--- config.mk ---
export PLATFORM = sky130hd
export DESIGN_NAME = rx_tag_buffer
export DESIGN_NICKNAME = d
export VERILOG_FILES = /design/src/rtl/rxb_pkg.sv /design/src/rtl/rxb_store.sv /design/src/rtl/rxb_ready_irq.sv /design/src/rtl/rxb_idle_timer.sv /design/src/rtl/rx_tag_buffer.sv
export SDC_FILE = /design/constraint.sdc
export NUM_CORES = 1
export LEC_CHECK = 0
export ABC_AREA = 1
export BUFFER_PORTS_ARGS = -buffer_cell sky130_fd_sc_hd__buf_2
export CAP_MARGIN = 0
export CORE_UTILIZATION = 35
export CTS_CLUSTER_SIZE = 28
export DETAILED_ROUTE_END_ITERATION = 16
export PLACE_DENSITY = 0.61
export RECOVER_POWER = 25
export SYNTH_ARGS = -nofsm -noshare
export SYNTH_HDL_FRONTEND = slang
export SYNTH_SLANG_ARGS = --single-unit
export TNS_END_PERCENT = 1
--- constraint.sdc ---
create_clock -name clk -period 8.03 [get_ports clk]
set_clock_uncertainty 0.2 [all_clocks]
set_input_delay 0.803 -clock clk [delete_from_list [all_inputs] [get_ports clk]]
set_output_delay 0.803 -clock clk [all_outputs]
set_load 0.03 [all_outputs]
--- src/rtl/rxb_pkg.sv ---
// Package: shared widths and the idle-timeout length function for the
// receive character buffer. Assumes word length codes 0..3 mean 5..8 bits.
package rxb_pkg;

    localparam int RX_DATA_W = 8;
    localparam int RX_TAG_W  = 3;
    localparam int RX_ENTRY_W = RX_DATA_W + RX_TAG_W;

    // Longest idle window in bit times (8-bit words).
    localparam int TMO_MAX = 4 * 8 + 12;
    localparam int TMO_W   = $clog2(TMO_MAX + 1);

    typedef struct packed {
        logic [RX_TAG_W-1:0]  tags;
        logic [RX_DATA_W-1:0] data;
    } rx_entry_t;

    // Idle window: four word lengths plus twelve bit times.
    function automatic logic [TMO_W-1:0] tmo_limit(input logic [1:0] wl_code);
        logic [TMO_W-1:0] bits;
        bits = TMO_W'(5) + TMO_W'(wl_code);
        return TMO_W'(bits * 4 + 12);
    endfunction

endpackage

--- src/rtl/rxb_store.sv ---
// Module: rxb_store
// Ring storage of DEPTH tagged entries with read/write pointers and an
// occupancy count. Capacity is DEPTH, or 1 when cap_one is set. A write
// when at capacity is dropped and reported on drop. The head entry is shown
// combinationally; zero when empty. flush empties the ring.
// Assumes DEPTH >= 2.
module rxb_store
    import rxb_pkg::*;
#(
    parameter int DEPTH = 128
) (
    input  logic              clk,
    input  logic              rst_n,
    input  logic              flush,
    input  logic              cap_one,
    input  logic              push,
    input  rx_entry_t         wdata,
    input  logic              pop,
    output rx_entry_t         head,
    output logic [$clog2(DEPTH+1)-1:0] count,
    output logic              drop
);
    localparam int AW = $clog2(DEPTH);
    localparam int CW = $clog2(DEPTH + 1);
    localparam logic [AW-1:0] LAST = AW'(DEPTH - 1);

    rx_entry_t       mem [DEPTH];
    logic [AW-1:0]   wr_ptr;
    logic [AW-1:0]   rd_ptr;
    logic [CW-1:0]   cap;
    logic            accept;
    logic            pop_ok;

    // Capacity and acceptance decisions for this cycle.
    always_comb begin
        cap    = cap_one ? CW'(1) : CW'(DEPTH);
        accept = push && !flush && (count < cap);
        pop_ok = pop && !flush && (count != '0);
        drop   = push && !flush && !accept;
    end

    // Entry array write; RAM style, no reset.
    always_ff @(posedge clk) begin
        if (accept) begin
            mem[wr_ptr] <= wdata;
        end
    end

    // Pointer and occupancy update with wrap at DEPTH.
    always_ff @(posedge clk) begin
        if (!rst_n || flush) begin
            wr_ptr <= '0;
            rd_ptr <= '0;
            count  <= '0;
        end else begin
            if (accept) begin
                wr_ptr <= (wr_ptr == LAST) ? '0 : wr_ptr + 1'b1;
            end
            if (pop_ok) begin
                rd_ptr <= (rd_ptr == LAST) ? '0 : rd_ptr + 1'b1;
            end
            case ({accept, pop_ok})
                2'b10:   count <= count + 1'b1;
                2'b01:   count <= count - 1'b1;
                default: count <= count;
            endcase
        end
    end

    // Head entry presentation, cleared when nothing is stored.
    always_comb begin
        head = (count != '0) ? mem[rd_ptr] : '0;
    end

    AST_COUNT_BOUND: assert property (@(posedge clk) disable iff (!rst_n)
        count <= CW'(DEPTH));

    AST_DROP_KEEPS: assert property (@(posedge clk) disable iff (!rst_n)
        (drop && !pop) |=> (count == $past(count)));

    AST_RD_ADVANCE: assert property (@(posedge clk) disable iff (!rst_n)
        (pop && !push && !flush && count != '0) |=> (count == $past(count) - 1'b1));

    AST_RD_EMPTY: assert property (@(posedge clk) disable iff (!rst_n)
        (pop && !push && count == '0) |=> (count == '0));

endmodule

--- src/rtl/rxb_ready_irq.sv ---
// Module: rxb_ready_irq
// Data-ready interrupt: compares the fill count with the threshold picked by
// a 2-bit code (buffered mode) or with 1 (single-entry mode), gated by the
// interrupt enable. Assumes thresholds lie in 1..DEPTH.
module rxb_ready_irq #(
    parameter int DEPTH = 128,
    parameter int TRIG0 = 8,
    parameter int TRIG1 = 32,
    parameter int TRIG2 = 64,
    parameter int TRIG3 = 120
) (
    input  logic                       clk,
    input  logic                       rst_n,
    input  logic [$clog2(DEPTH+1)-1:0] count,
    input  logic                       fifo_en,
    input  logic [1:0]                 trig_sel,
    input  logic                       int_en,
    output logic                       irq
);
    localparam int CW = $clog2(DEPTH + 1);

    logic [CW-1:0] level;

    // Threshold selection for the current mode.
    always_comb begin
        if (!fifo_en) begin
            level = CW'(1);
        end else begin
            case (trig_sel)
                2'd0:    level = CW'(TRIG0);
                2'd1:    level = CW'(TRIG1);
                2'd2:    level = CW'(TRIG2);
                default: level = CW'(TRIG3);
            endcase
        end
    end

    // Gated threshold compare.
    always_comb begin
        irq = int_en && (count >= level);
    end

    AST_IRQ_NEEDS_DATA: assert property (@(posedge clk) disable iff (!rst_n)
        irq |-> (count != '0));

endmodule

--- src/rtl/rxb_idle_timer.sv ---
// Module: rxb_idle_timer
// Counts bit-time ticks while data is stored and no character or read has
// occurred; raises a sticky flag when the count reaches the limit derived
// from the word length. Any write or read strobe clears it and restarts.
// Assumes bit_tick is a one-cycle pulse.
module rxb_idle_timer
    import rxb_pkg::*;
(
    input  logic       clk,
    input  logic       rst_n,
    input  logic       flush,
    input  logic       has_data,
    input  logic       wr_seen,
    input  logic       rd_seen,
    input  logic       bit_tick,
    input  logic [1:0] word_len,
    output logic       expired
);
    logic [TMO_W-1:0] ticks;
    logic [TMO_W-1:0] limit;

    // Window length for the programmed word length.
    always_comb begin
        limit = tmo_limit(word_len);
    end

    // Tick counter and sticky expiry flag.
    always_ff @(posedge clk) begin
        if (!rst_n || flush) begin
            ticks   <= '0;
            expired <= 1'b0;
        end else if (wr_seen || rd_seen || !has_data) begin
            ticks   <= '0;
            expired <= 1'b0;
        end else if (bit_tick && !expired) begin
            ticks <= ticks + 1'b1;
            if (ticks + 1'b1 >= limit) begin
                expired <= 1'b1;
            end
        end
    end

    AST_TMO_CLEAR: assert property (@(posedge clk) disable iff (!rst_n)
        (wr_seen || rd_seen) |=> !expired);

    AST_TMO_TICKED: assert property (@(posedge clk) disable iff (!rst_n)
        $rose(expired) |-> $past(bit_tick));

endmodule

--- src/rtl/rx_tag_buffer.sv ---
// Module: rx_tag_buffer (top)
// Receive character buffer with per-entry error tags, line-status word,
// threshold data-ready interrupt and idle-timeout interrupt. Any change of
// fifo_en flushes the buffer. Assumes wr_en, rd_en, lsr_rd and bit_tick are
// single-cycle strobes in the clk domain.
module rx_tag_buffer
    import rxb_pkg::*;
#(
    parameter int DEPTH = 128,
    parameter int TRIG0 = 8,
    parameter int TRIG1 = 32,
    parameter int TRIG2 = 64,
    parameter int TRIG3 = 120
) (
    input  logic                 clk,
    input  logic                 rst_n,
    input  logic                 wr_en,
    input  logic [RX_DATA_W-1:0] wr_data,
    input  logic [RX_TAG_W-1:0]  wr_tags,
    input  logic                 rd_en,
    input  logic                 lsr_rd,
    input  logic                 fifo_en,
    input  logic [1:0]           trig_sel,
    input  logic                 rx_int_en,
    input  logic [1:0]           word_len,
    input  logic                 bit_tick,
    output logic [RX_DATA_W-1:0] hold_data,
    output logic [4:0]           line_stat,
    output logic                 rx_ready_irq,
    output logic                 timeout_irq
);
    localparam int CW = $clog2(DEPTH + 1);

    logic          mode_q;
    logic          flush;
    logic          drop;
    logic          overrun;
    logic          tmo_flag;
    logic [CW-1:0] count;
    rx_entry_t     head;
    rx_entry_t     wentry;

    // Remember the buffering mode to detect a change.
    always_ff @(posedge clk) begin
        if (!rst_n) begin
            mode_q <= fifo_en;
        end else begin
            mode_q <= fifo_en;
        end
    end

    // Flush request and incoming entry packing.
    always_comb begin
        flush       = (fifo_en != mode_q);
        wentry.data = wr_data;
        wentry.tags = wr_tags;
    end

    rxb_store #(
        .DEPTH (DEPTH)
    ) store_i (
        .clk     (clk),
        .rst_n   (rst_n),
        .flush   (flush),
        .cap_one (!fifo_en),
        .push    (wr_en),
        .wdata   (wentry),
        .pop     (rd_en),
        .head    (head),
        .count   (count),
        .drop    (drop)
    );

    // Sticky overrun: a dropped write sets it, a status read clears it.
    always_ff @(posedge clk) begin
        if (!rst_n) begin
            overrun <= 1'b0;
        end else if (drop) begin
            overrun <= 1'b1;
        end else if (lsr_rd) begin
            overrun <= 1'b0;
        end
    end

    rxb_ready_irq #(
        .DEPTH (DEPTH),
        .TRIG0 (TRIG0),
        .TRIG1 (TRIG1),
        .TRIG2 (TRIG2),
        .TRIG3 (TRIG3)
    ) ready_i (
        .clk      (clk),
        .rst_n    (rst_n),
        .count    (count),
        .fifo_en  (fifo_en),
        .trig_sel (trig_sel),
        .int_en   (rx_int_en),
        .irq      (rx_ready_irq)
    );

    rxb_idle_timer timer_i (
        .clk      (clk),
        .rst_n    (rst_n),
        .flush    (flush),
        .has_data (count != '0),
        .wr_seen  (wr_en),
        .rd_seen  (rd_en),
        .bit_tick (bit_tick),
        .word_len (word_len),
        .expired  (tmo_flag)
    );

    // Host-visible outputs.
    always_comb begin
        hold_data    = head.data;
        line_stat    = {head.tags, overrun, (count != '0)};
        timeout_irq  = tmo_flag && rx_int_en;
    end

    AST_IRQ_GATE: assert property (@(posedge clk) disable iff (!rst_n)
        !rx_int_en |-> (!rx_ready_irq && !timeout_irq));

    AST_TMO_NEEDS_DATA: assert property (@(posedge clk) disable iff (!rst_n)
        timeout_irq |-> line_stat[0]);

    AST_OVR_SET: assert property (@(posedge clk) disable iff (!rst_n)
        drop |=> line_stat[1]);

    AST_FLUSH_EMPTY: assert property (@(posedge clk) disable iff (!rst_n)
        flush |=> !line_stat[0]);

endmodule

==> results.cfg <==
[outcome]
status = finished, violations left
violations = max-capacitance violations, max-slew violations

[drt]
first_iter_violations = 4993
drc = 0
vias = 38900
avgRoutedWirePerCell_um = 21.7
avgViaCountPerCell = 5.29
ant_nets = 0
routed_wl_mm = 160
drtPass1Iterations = 5

[cells_and_area]
finalCoreUtilization_pct = 39.3
fin_cells = 7359
fillers = 15900
drive_above_1_share_pct = 6.07
final_nets = 5085
area_delta_synth_final_pct = 11.1

[synthesis]
synthAdderAreaFrac_pct = 0.380
syn-cell-area_um2 = 59300
yosysMostFrequentCell = nand2_1
synthTopCellsByCount = 1,674 x nand2_1, 1,408 x edfxtp_1, 1,299 x nand3_1
syn_nets = 5147
muxShareOfSynthArea_pct = 0
ys_seq_area_share_pct = 72.6
synth-simple-area-share_pct = 23.2
syn_inst = 5106
synth_top_family_by_area = simple AND/OR/NAND/NOR gates
synth_edf_count = 1408
yosysTopAreaCellShare_pct = 71.3
async_flop_share_pct = 0
ys_ff_latch = 1446
yosys-top-cells-area = edfxtp_1 71%, nand3_1 11%, nand2_1 11%, buf_2 1.5%, dfxtp_1 1.3%
synth_ff_type = edfxtp_1
yosys.area.top_type = edfxtp_1
synth_compound_area_share_pct = 0.462
ys_types = 32
synthXorXnorAreaFrac_pct = 0.266
yosys_warnings = 0
synth.avg_cell_area_um2 = 11.6

[global_route]
grt_pass1_wl_mm = 238
grt_use_total_pct = 18.4
grt_start_max_net_pins = 173
grt_remaining_overflow = 0
grt_antenna_before_repair = 4
grt_pass1_vias = 36900

[clock_network]
root_buffer = clkbuf_16
path_clk_slew_ps = 70
numCtsBuffers = 148
postCtsSetupRepairBufs = 0
cts.sinks = 1446
cts_max_level = 4
clk-insertion-delay-late_ps = 780
cts_tree = done
clock_path_buffers = 3

[critical_path]
cp_num_buf_inv = 3
worstPathArrival_ps = 5060
worst_setup_path_start_kind = register
max_stage_delay_ps = 720
cp_max_fo = 151
worst_r2r_path_depth = 7
slowest_stage = buf_4
ff2ff_setup_slack_ps = 3640
setup.worst_path.end_class = primary output
critPathRequiredTime_ps = 7030
critPathKind = reg2out
crit_path_cell_trace = inv_8, buf_4, nand2_1, nand3_1, nand3_1, nand3_1, nand2_1, nand2_1, nand3_1, nand2_1, nor2_1, nor2_1, buf_2
critical-path-top-delay-family = buffers and inverters
rr_startpoint = store_i.count[7]
r2r_end = store_i.mem[117][5]

[pwr]
power_density_nw_per_um2 = 250
p_int_mw = 12.5
p_sw_mw = 3.99
p_comb_share_pct = 8.7
total_leakage_power_nw = 22.7
p_sw_share_pct = 24.2
ir_worst_vdd_mv = 0.243
clockPowerShare_pct = 40.7
seqPwrFrac_pct = 50.6

[sta]
fmax_mhz = 165
worst_pin_slew_ps = 4450
period_share_pct = 75.5
setup_viol = 0
slew_headroom_pct = -197
rsz0062_at_grt = no
period_needed_ps = 6060
finalHoldViolations = 0
fin_tns_setup_ps = 0
drv_slew = 901
hold_slack_ps = 68.8

[worst_hold_path]
hold_end = overrun
min-delay-start = lsr_rd
hold_depth = 4
worstHoldPathType = in2reg

[floorplan]
die_w_um = 414
die_area_um2 = 171000
start_util_pct = 35.4
die_h_um = 414
io_pins = 38
core_um2 = 168000
rows = 150

[placed_design]
dp_hpwl_mm = 85.6
place_inst = 7097
io_buffers = 37
gp_congestion = 0.812

[job]
cap_violations = 14
==> worst max path at each step <==
| stage | end | slack, ps | cells past startpoint |
|---|---|---|---|
| after floorplan | store_i.count[6] | 4440 | 18 |
| after global placement | hold_data[5] | 2870 | 13 |
| after detailed placement | hold_data[0] | 2860 | 13 |
| after CTS | hold_data[0] | 1980 | 13 |
| after global routing | hold_data[0] | 1680 | 13 |
| final | line_stat[3] | 1970 | 13 |
==> sequential cells by signal, summed over array words and instances, names as in the netlist, named ones only <==
register,cells
store_i.mem,1408
timer_i.ticks,6
store_i.count,8
store_i.wr_ptr,7
mode_q,1
store_i.rd_ptr,7
overrun,1
timer_i.expired,1
==> placed cells by master, fill, tap and decap left out, types with 3 or more instances in the layout <==
master,count
clkinvlp_4,3
xor2_1,13
ha_1,18
clkinv_8,5
clkbuf_8,3
nand3_2,3
nand2_1,1674
nand3_1,1299
xnor2_1,5
bufinv_16,11
edfxtp_1,1408
dfxtp_4,4
or2_2,3
buf_2,25
o21ai_0,13
inv_6,6
dfxtp_1,33
clkbuf_16,152
nor2_1,188
buf_12,5
nand3_4,5
nor3_1,9
a21oi_1,30
clkbuf_1,49
clkinv_2,13
clkinv_1,35
buf_4,63
nand4_1,3
inv_1,55
==> layout make-up <==
cell class	count	area, um^2	share of cell area (%)
clock inverters	71	674	1.02
flip-flops and latches	1446	43100	65.3
clock buffers	189	3970	6.03
repair buffers	109	764	1.16
inverters	61	250	0.380
multi-input cells	3278	14400	21.9
diodes	1	2.50	0.00380
well taps	2204	2760	4.18
==> power by group through the flow <==
stage / clock network, mW / logic, mW / registers (mW)
final: 6.71 / 1.43 / 8.34
after global routing: 7.05 / 1.57 / 8.34
after CTS: 6.77 / 1.43 / 8.33
after detailed placement: 0 / 1.42 / 8.49
after global placement: 0 / 1.42 / 8.49
after floorplan: 0 / 0.920 / 8.46
==> worst reg2reg max path: cells and delay by family, from the launching register on <==
| family | cells | cell delay [ps] |
|---|---|---|
| and+or+nand+nor | 4 | 2700 |
| adders and majority gates | 1 | 300 |
| DFF | 1 | 440 |
| AOI/OAI and AO/OA | 2 | 360 |
==> metrics by stage <==
step | area [um^2] | setup slack, ps | total power, mW
3_3_place_gp | 61300 | 2870 | 9.90
3_5_place_dp | 61300 | 2860 | 9.91
4_1_cts | 66000 | 1980 | 16.5
6_report | 65900 | 1970 | 16.5
5_1_grt | 65900 | 1680 | 17.0
2_1_floorplan | 59300 | 4440 | 9.38
==> routing by layer <==
layer	part of all wire [%]	vias to the layer above	track usage, %
li1	-	17800	-
met1	43	19200	25.9
met2	46	1612	28.6
met3	8.3	239	3.66
met4	2.6	2	5.76
met5	0.0082	-	0
==> cells by family after synthesis <==
family,Yosys count
AOI/OAI and AO/OA,51
and+or+nand+nor,3191
xor gates and xnor gates,18
adders and majority gates,18
buffers and inverters,382
DFF,1446
==> what timing repair did <==
action                                 4_1_cts  5_1_grt
hold buffers                                 1        0
endpoints found under the hold margin        1        0
gates resized for setup                      0        0
Power figures use the tool's default switching activity.
